$ cat config.mk
export PLATFORM = sky130hd
export DESIGN_NAME = startup_strap_latch
export DESIGN_NICKNAME = d
export VERILOG_FILES = /design/src/rtl/strap_boot_pkg.sv /design/src/rtl/boot_sync.sv /design/src/rtl/boot_sequencer.sv /design/src/rtl/boot_strap_probe.sv /design/src/rtl/startup_strap_latch.sv
export SDC_FILE = /design/constraint.sdc
export NUM_CORES = 1
export LEC_CHECK = 0
export ABC_AREA = 1
export BUFFER_PORTS_ARGS = -buffer_cell sky130_fd_sc_hd__buf_4
export CAP_MARGIN = 40
export CORE_ASPECT_RATIO = 1.75
export CORE_MARGIN = 8
export CORE_UTILIZATION = 47
export DETAILED_ROUTE_END_ITERATION = 8
export HOLD_SLACK_MARGIN = 0.15
export PLACE_DENSITY_LB_ADDON = 0.15
export RECOVER_POWER = 25
export SLEW_MARGIN = 20
export SYNTH_ARGS = -nofsm -noshare
export SYNTH_HDL_FRONTEND = slang
export SYNTH_SLANG_ARGS = --single-unit
$ cat constraint.sdc
create_clock -name clk -period 1.3 [get_ports clk]
set_clock_uncertainty 0.2 [all_clocks]
set_input_delay 0.195 -clock clk [delete_from_list [all_inputs] [get_ports clk]]
set_output_delay 0.195 -clock clk [all_outputs]
set_load 0.01 [all_outputs]
$ cat src/rtl/strap_boot_pkg.sv
// Shared types and decode helpers for the startup strap latch.
// Assumes the gain strap is a 2-bit code with four fixed factors.
package strap_boot_pkg;

    typedef enum logic [2:0] {
        ST_HOLD   = 3'd0,
        ST_SETTLE = 3'd1,
        ST_PROBE  = 3'd2,
        ST_LATCH  = 3'd3,
        ST_RUN    = 3'd4
    } boot_state_t;

    typedef enum logic [1:0] {
        FILT_OFF  = 2'd0,
        FILT_VOLT = 2'd1,
        FILT_CURR = 2'd2
    } filt_mode_t;

    // Maps the 2-bit gain strap to its amplification factor.
    function automatic logic [7:0] gain_factor(input logic [1:0] code);
        case (code)
            2'b00:   return 8'd10;
            2'b01:   return 8'd50;
            2'b10:   return 8'd100;
            default: return 8'd150;
        endcase
    endfunction

endpackage

$ cat src/rtl/boot_sync.sv
// Multi-stage synchronizer for a single asynchronous level.
// It has no reset: the level is expected to stay stable for longer than STAGES cycles.
module boot_sync #(
    parameter int STAGES = 2
) (
    input  logic clk,
    input  logic d,
    output logic q
);
    logic [STAGES-1:0] chain;

    generate
        if (STAGES == 1) begin : g_one
            // Single capture stage.
            always_ff @(posedge clk) chain <= d;
        end else begin : g_many
            // Shift the level through the stage chain.
            always_ff @(posedge clk) chain <= {chain[STAGES-2:0], d};
        end
    endgenerate

    assign q = chain[STAGES-1];
endmodule

$ cat src/rtl/boot_sequencer.sv
// Startup state machine: hold, settle for SETTLE_CYC cycles, probe for
// PROBE_LEN cycles, one latch cycle, then run until run_n drops.
// Assumes run is already synchronous to clk; !run acts as synchronous reset.
module boot_sequencer
    import strap_boot_pkg::*;
#(
    parameter int SETTLE_CYC = 8,
    parameter int PROBE_LEN  = 4,
    localparam int SCW = $clog2(SETTLE_CYC + 1),
    localparam int IW  = (PROBE_LEN > 1) ? $clog2(PROBE_LEN) : 1
) (
    input  logic          clk,
    input  logic          run,
    output boot_state_t   state,
    output logic [IW-1:0] probe_idx
);
    logic [SCW-1:0] settle_cnt;

    // Advance the startup phases; any loss of run returns to hold.
    always_ff @(posedge clk) begin
        if (!run) begin
            state      <= ST_HOLD;
            settle_cnt <= '0;
            probe_idx  <= '0;
        end else begin
            case (state)
                ST_HOLD: begin
                    state      <= ST_SETTLE;
                    settle_cnt <= '0;
                end
                ST_SETTLE: begin
                    if (settle_cnt == SCW'(SETTLE_CYC - 1)) begin
                        state     <= ST_PROBE;
                        probe_idx <= '0;
                    end else begin
                        settle_cnt <= settle_cnt + 1'b1;
                    end
                end
                ST_PROBE: begin
                    if (probe_idx == IW'(PROBE_LEN - 1)) state <= ST_LATCH;
                    else                                 probe_idx <= probe_idx + 1'b1;
                end
                ST_LATCH: state <= ST_RUN;
                default:  state <= ST_RUN;
            endcase
        end
    end
endmodule

$ cat src/rtl/boot_strap_probe.sv
// Drives the probe pattern on the calibration output during the probe phase
// and records whether the filter strap followed every level of it.
// Assumes the strap is a static board connection, so it needs no synchronizer.
module boot_strap_probe
    import strap_boot_pkg::*;
#(
    parameter int                   PROBE_LEN = 4,
    parameter logic [PROBE_LEN-1:0] PROBE_PAT = 4'b0110,
    localparam int IW = (PROBE_LEN > 1) ? $clog2(PROBE_LEN) : 1
) (
    input  logic          clk,
    input  logic          run,
    input  boot_state_t   state,
    input  logic [IW-1:0] probe_idx,
    input  logic          strap_in,
    output logic          probe_out,
    output logic          tied
);
    logic missed;

    // Pattern bit for the current probe cycle; idle low elsewhere.
    always_comb probe_out = (state == ST_PROBE) ? PROBE_PAT[probe_idx] : 1'b0;

    // Remember any probe cycle on which the strap differed from the probe.
    always_ff @(posedge clk) begin
        if (!run || state == ST_SETTLE) missed <= 1'b0;
        else if (state == ST_PROBE && strap_in != probe_out) missed <= 1'b1;
    end

    assign tied = !missed;
endmodule

$ cat src/rtl/startup_strap_latch.sv
// Top of the startup sequencer. It synchronizes reset and supply-good,
// sequences settle/probe/latch, and holds the strap settings in registers.
// Assumes the straps are static while the block is running.
module startup_strap_latch
    import strap_boot_pkg::*;
#(
    parameter int                   SYNC_STAGES = 2,
    parameter int                   SETTLE_CYC  = 8,
    parameter int                   PROBE_LEN   = 4,
    parameter logic [PROBE_LEN-1:0] PROBE_PAT   = 4'b0110,
    localparam int IW = (PROBE_LEN > 1) ? $clog2(PROBE_LEN) : 1
) (
    input  logic       clk,
    input  logic       ext_rst_n,
    input  logic       supply_ok,
    input  logic [1:0] gain_pin,
    input  logic [2:0] rate_pin,
    input  logic       filt_pin,
    output logic       cal_probe,
    output logic       meas_rst_n,
    output logic       cfg_valid,
    output logic [1:0] gain_sel,
    output logic [7:0] gain_mult,
    output logic [2:0] rate_sel,
    output logic [1:0] filt_mode
);
    logic          rst_s;
    logic          supply_s;
    logic          run_s;
    boot_state_t   state;
    logic [IW-1:0] probe_idx;
    logic          tied;

    boot_sync #(.STAGES(SYNC_STAGES)) u_sync_rst (
        .clk (clk), .d (ext_rst_n), .q (rst_s)
    );
    boot_sync #(.STAGES(SYNC_STAGES)) u_sync_sup (
        .clk (clk), .d (supply_ok), .q (supply_s)
    );

    assign run_s = rst_s & supply_s;

    boot_sequencer #(.SETTLE_CYC(SETTLE_CYC), .PROBE_LEN(PROBE_LEN)) u_seq (
        .clk (clk), .run (run_s), .state (state), .probe_idx (probe_idx)
    );

    boot_strap_probe #(.PROBE_LEN(PROBE_LEN), .PROBE_PAT(PROBE_PAT)) u_probe (
        .clk       (clk),
        .run       (run_s),
        .state     (state),
        .probe_idx (probe_idx),
        .strap_in  (filt_pin),
        .probe_out (cal_probe),
        .tied      (tied)
    );

    // Capture the straps once in the latch cycle and release the datapath.
    always_ff @(posedge clk) begin
        if (!run_s) begin
            meas_rst_n <= 1'b0;
            cfg_valid  <= 1'b0;
            gain_sel   <= '0;
            gain_mult  <= '0;
            rate_sel   <= '0;
            filt_mode  <= FILT_OFF;
        end else if (state == ST_LATCH) begin
            meas_rst_n <= 1'b1;
            cfg_valid  <= 1'b1;
            gain_sel   <= gain_pin;
            gain_mult  <= gain_factor(gain_pin);
            rate_sel   <= rate_pin;
            if (tied)          filt_mode <= FILT_CURR;
            else if (filt_pin) filt_mode <= FILT_OFF;
            else               filt_mode <= FILT_VOLT;
        end else begin
            cfg_valid  <= 1'b0;
        end
    end
endmodule

* Word-level counts from Yosys, hierarchy flattened
Index checks and enable logic that the tools add are counted.
Operators by class: add/sub/neg operators 2, equality and inequality tests 12, mux-type cells 15, magnitude comparators 1, bitwise gates (word level) 1, reduce and logical (&&, ||, !) cells 10
Operators with widths (count):
- $pmux 8 s3 | 1
- $pmux 3 s3 | 1
- $ne 2x2->1 const B | 4
- $pmux 4 s2 | 1
- $eq 3x2->1 const B | 2
- $mux 2 | 3
- $mux 3 | 2
- $add 4x1->4 const B | 1
- $eq 2x2->1 const B | 2
- $eq 4x3->1 const B | 1
- $mux 1 | 4
- $mux 4 | 1
- $pmux 2 s2 | 1
- $reduce_and 2->1 | 2
- $reduce_bool 2->1 | 2
- $eq 3x1->1 const B | 1
- $logic_not 3->1 | 1
- $lt 2x3->1 const B | 1
- $reduce_and 3->1 | 1
- $add 2x1->2 const B | 1
- $bmux 1 s2 | 1
- $eq 2x1->1 const B | 1
- $logic_not 2->1 | 1
- $and 1x1->1 | 1
- other kinds (4) | 4
Word-level totals: output and inout port bits 18, input bits 9, register bits 31, logic and storage cells 53

* Depth between registers and ports, before layout
depth after elaboration 5, depth in mapped cells 8, mapped depth without buffers 8

* Hierarchy
A second synthesis with hierarchy kept.
Unflattened totals: cells, all modules 191, area, all modules 1402.6 µm²
By module, submodules not included:
- startup_strap_latch | sequential area each 320.3 µm², times used 1, area each 754.5 µm², cells an instance 110
- boot_sequencer | sequential area each 180.2 µm², times used 1, area each 465.4 µm², cells an instance 60
- boot_strap_probe | sequential area each 20.0 µm², times used 1, area each 102.6 µm², cells an instance 17
- boot_sync | sequential area each 40.0 µm², times used 2, area each 40.0 µm², cells an instance 2

* Worst setup path after synthesis
Ideal clock, no wire load.
path kind reg-to-reg, start point register u_seq.settle_cnt[0], end point register u_seq.settle_cnt[1], stages on the path, launching flop included 7, slack -0.069 ns, clock period less this slack 1.369 ns, arrival time 1.050 ns, required time 0.982 ns, path buffers 0, library setup time 0.118 ns, cells stage by stage dfxtp_1 ha_1 nand3_1 nand2_4 nand2_1 o21ai_0 nor2_1
On the way: word-level cells in the longest chain between the ends 3, elaborated cells between the ends (all ways) 6, those cells by class add/sub (1); eq/ne (2); mux (2); reduce/logical (1)
Ends and longest elaborated chain:
- start: declaration | line boot_sequencer.sv:17 | logic [SCW-1:0] settle_cnt;
- start signal: assignment | line boot_sequencer.sv:36 | settle_cnt <= settle_cnt + 1'b1;
- $add 4x1->4 or $eq 4x3->1 (tied branches) | line boot_sequencer.sv:36, boot_sequencer.sv:32
- $mux 4 or $ne 2x2->1 (tied branches)
- $pmux 4 s2 or $reduce_and 2->1 (tied branches)
Several ways; a longest one is shown, not always the timed one. The select of a mux whose other input is x is not followed. A chain may end at the register's enable or synchronous reset.

* Worst setup path after layout
start point register u_seq.probe_idx[1], end point output port cal_probe
On the way: word-level cells in the longest chain between the ends 3
Ends and longest elaborated chain:
- start: declaration | line boot_sequencer.sv:15 | output logic [IW-1:0] probe_idx
- start signal: assignment | line boot_sequencer.sv:41 | else probe_idx <= probe_idx + 1'b1;
- $bmux 1 s2 | line boot_strap_probe.sv:22 | always_comb probe_out = (state == ST_PROBE) ? PROBE_PAT[probe_idx] : 1'b0;
- $mux 1 (not written as such) | line boot_strap_probe.sv:22
- $mux 1 | line boot_strap_probe.sv:22
- end: declaration | line startup_strap_latch.sv:19 | output logic cal_probe,
Every way passes these cells. The select of a mux whose other input is x is not followed.

==> summary.md <==
| Metric | Value |
|---|---|
| Failing checks | negative setup slack |
| HPWL after detailed placement | approximately 2200 um |
| IO Pins | 27 |
| Height of the die | ~84 um |
| Maximum VDD drop | between 0.9 and 1 mV |
| Met2 usage | 0.291 |
| CTS tree | done |
| Area share of the leading cell type in the synthesized netlist | 0.490 |
| Crit path capture type | output port |
| Avg Cell Area, Syn | about 8.3 um2 |
| Final worst slack | -0.202 ns |
| Post-route DRC | 0 |
| Worst Path Max Fanout | 2 |
| Clock Path Buffers | 2 |
| Setup_tns | -1.98 ns |
| Unrepaired setup endpoints after global routing | yes |
| Total CTS buffers | 5 |
| PwrDens | 1020 nW/um2 |
| First-pass GRT wire length | between 5000 and 6000 um |
| Final core occ | 0.784 |
| Async SR Flop Fraction | 0 |
| Nets@finish | approximately 230 |
| CORE AREA | between 2000 and 2500 um2 |
| Initial antenna violation count | 0 |
| Area Overhead vs Synth | 59.4% |
| Total Wirelength | 3620 um |
| Count of flip-flops with a built-in enable after synthesis | 0 |
| GPL Wtd Cong | around 0.73 |
| Mapped Area | between 1000 and 1500 um2 |
| Vias in the first global route | 1335 |
| Hold Vio Cnt, Final | 0 |
| Post-synthesis cell count | between 100 and 150 |
| I/O Buffers | 25 |
| DR WL/cell | ~15 um |
| Clock input transition at the sequential cells of the worst setup and hold paths | roughly 0.07 ns |
| DR pass1 iterations | 4 |
| TritonCTS sink count | 30 |
| Final Power | about 2.0 mW |
| Tcrit/Tclk final | 1.16 |
| Final setup fails | 25 |
| Synth cell types | 26 |
| Die area | 4560 um2 |
| Max-slew violations | 0 |
| Critical path required time | ~0.90 ns |
| Met3 usage | 0.0607 |
| Top-count cell post-synth | dfxtp_1 |
| Die width | 54.6 um |
| F_max | ~670 MHz |
| DR iter-0 viols | 22 |
| Diode count | 0 |
| Met1 usage | 0.170 |
| Post-synthesis net count | 163 |
| Gr ovfl total | 0 |
| Largest net degree at the start of global routing | 19 |
| Sequential area share after synthesis | 0.490 |
| Vias | 1253 |
| Most Used Layer, Global Route | met2 |
| R2R Setup Slk | -0.14 ns |
| Fin crit period | between 1.5 and 2 ns |
| Number of max-cap violations | 0 |
| Pleak | approximately 0.9 nW |
| Routed vias/inst | about 5.3 |
| Pre-CTS setup slack | -0.0491 ns |
| Worst skew pair latency | between 0.2 and 0.3 ns |
| Leading area contributor after synthesis | dfxtp_1 |
| CP startpoint kind | flip-flop |
| Ratio of cells with drive above 1 in the final layout | 0.448 |
| CTS H-Tree Depth | 2 |
| Synth top cells by count | dfxtp_1, nand2_1, nor2_1, o21ai_0, a21oi_1 |
| Row cnt | 24 |
| Synth warnings | 0 |
| Hold Crit Class | input port to flip-flop |
| Main area contributors after synthesis | dfxtp_1, nand2_1, ha_1 |
| Status | complete, but fails checks |
| Flops & latches, synth | 30 |
| Synth Flop Type | dfxtp_1 |
| Antenna viol nets, final | 0 |
| Root cell of the clock tree | clkbuf_8 |
| Initial Util | 0.491 |
| Worst EP arrival | 1.11 ns |
| WS Path Type | flip-flop to output port |
| GRT Total Usage | 0.169 |
## cells by family after synthesis
group	Yosys count	share of synthesized area
AOI/OAI and AO/OA	29	0.129
xor gates and xnor gates	1	0.00715
adders and majority gates	7	0.0715
buffers and inverters	15	0.0562
DFF	30	0.490
other	1	0.00306
and+or+nand+nor	64	0.243
## report_power, final
part	switching, mW	internal [mW]	leakage, nW
sequential	0.0110	0.937	0.247
clock	0.348	0.426	0.0482
combinational	0.130	0.130	0.584
## final timing paths
kind,start,end,cells past startpoint
max reg2reg,u_seq.probe_idx[1],u_seq.probe_idx[1],7
min reg2reg,meas_rst_n,meas_rst_n,2
min,gain_pin[1],gain_mult[6],4
max,u_seq.probe_idx[1],cal_probe,4
## routing by layer
layer,routed length (um),vias to the layer above
li1,-,609
met1,1340,613
met2,2070,25
met3,144,6
met4,55,0
met5,0,-
## placed cells by master, fill, tap and decap left out, drive strengths merged, types with 3 or more instances in the layout
master	instances
dfxtp	30
nand4	3
buf	44
nand3	9
nor2	24
o21ai	13
nand2	28
ha	7
clkbuf	12
inv	12
dlygate4sd3	10
a21oi	12
## worst max-delay path, cell delays in order, from the launching register on
cell and delay, ns:
dfxtp_2 0.33, ha_4 0.28, nand3_4 0.07, inv_2 0.06, buf_6 0.09
## per-stage QoR
stage / hold slack (ns) / cell area [um2] / std cells
after CTS: 0.153 / 1900 / 237
after detailed placement: 0.102 / 1540 / 210
after global routing: 0.175 / 1950 / 238
after floorplan: 0.0227 / 1230 / 147
after global placement: 0.0997 / 1540 / 210
final: 0.144 / 1950 / 238
## final cells by class
| cell class | instances | area (um2) |
|---|---|---|
| tap | 26 | 32.5 |
| inverter | 12 | 47.5 |
| sequential | 30 | 612 |
| timing repair buffer | 59 | 500 |
| fill | 178 | 539 |
| clock inverter | 1 | 5.00 |
| multi-input combinational | 103 | 669 |
| clock buffer | 7 | 86.3 |
## registers in the layout, summed over array words and instances, names as in the netlist
register,flops
gain_mult,7
u_seq.settle_cnt,4
rate_sel,3
u_seq.state,3
filt_mode,2
gain_sel,2
u_seq.probe_idx,2
u_sync_rst.chain,2
u_sync_sup.chain,2
cfg_valid,1
meas_rst_n,1
u_probe.missed,1
## what timing repair did
action / CTS / global route
gates resized for setup: 26 / 19
gates cloned: 2 / 0
hold buffers: 10 / 2
buffers inserted: 8 / 1
endpoints found under the hold margin: 13 / 3
setup endpoints to repair: 9 / 26
pin swaps: 12 / 4
Note: power is estimated with default switching activity, not from simulation.
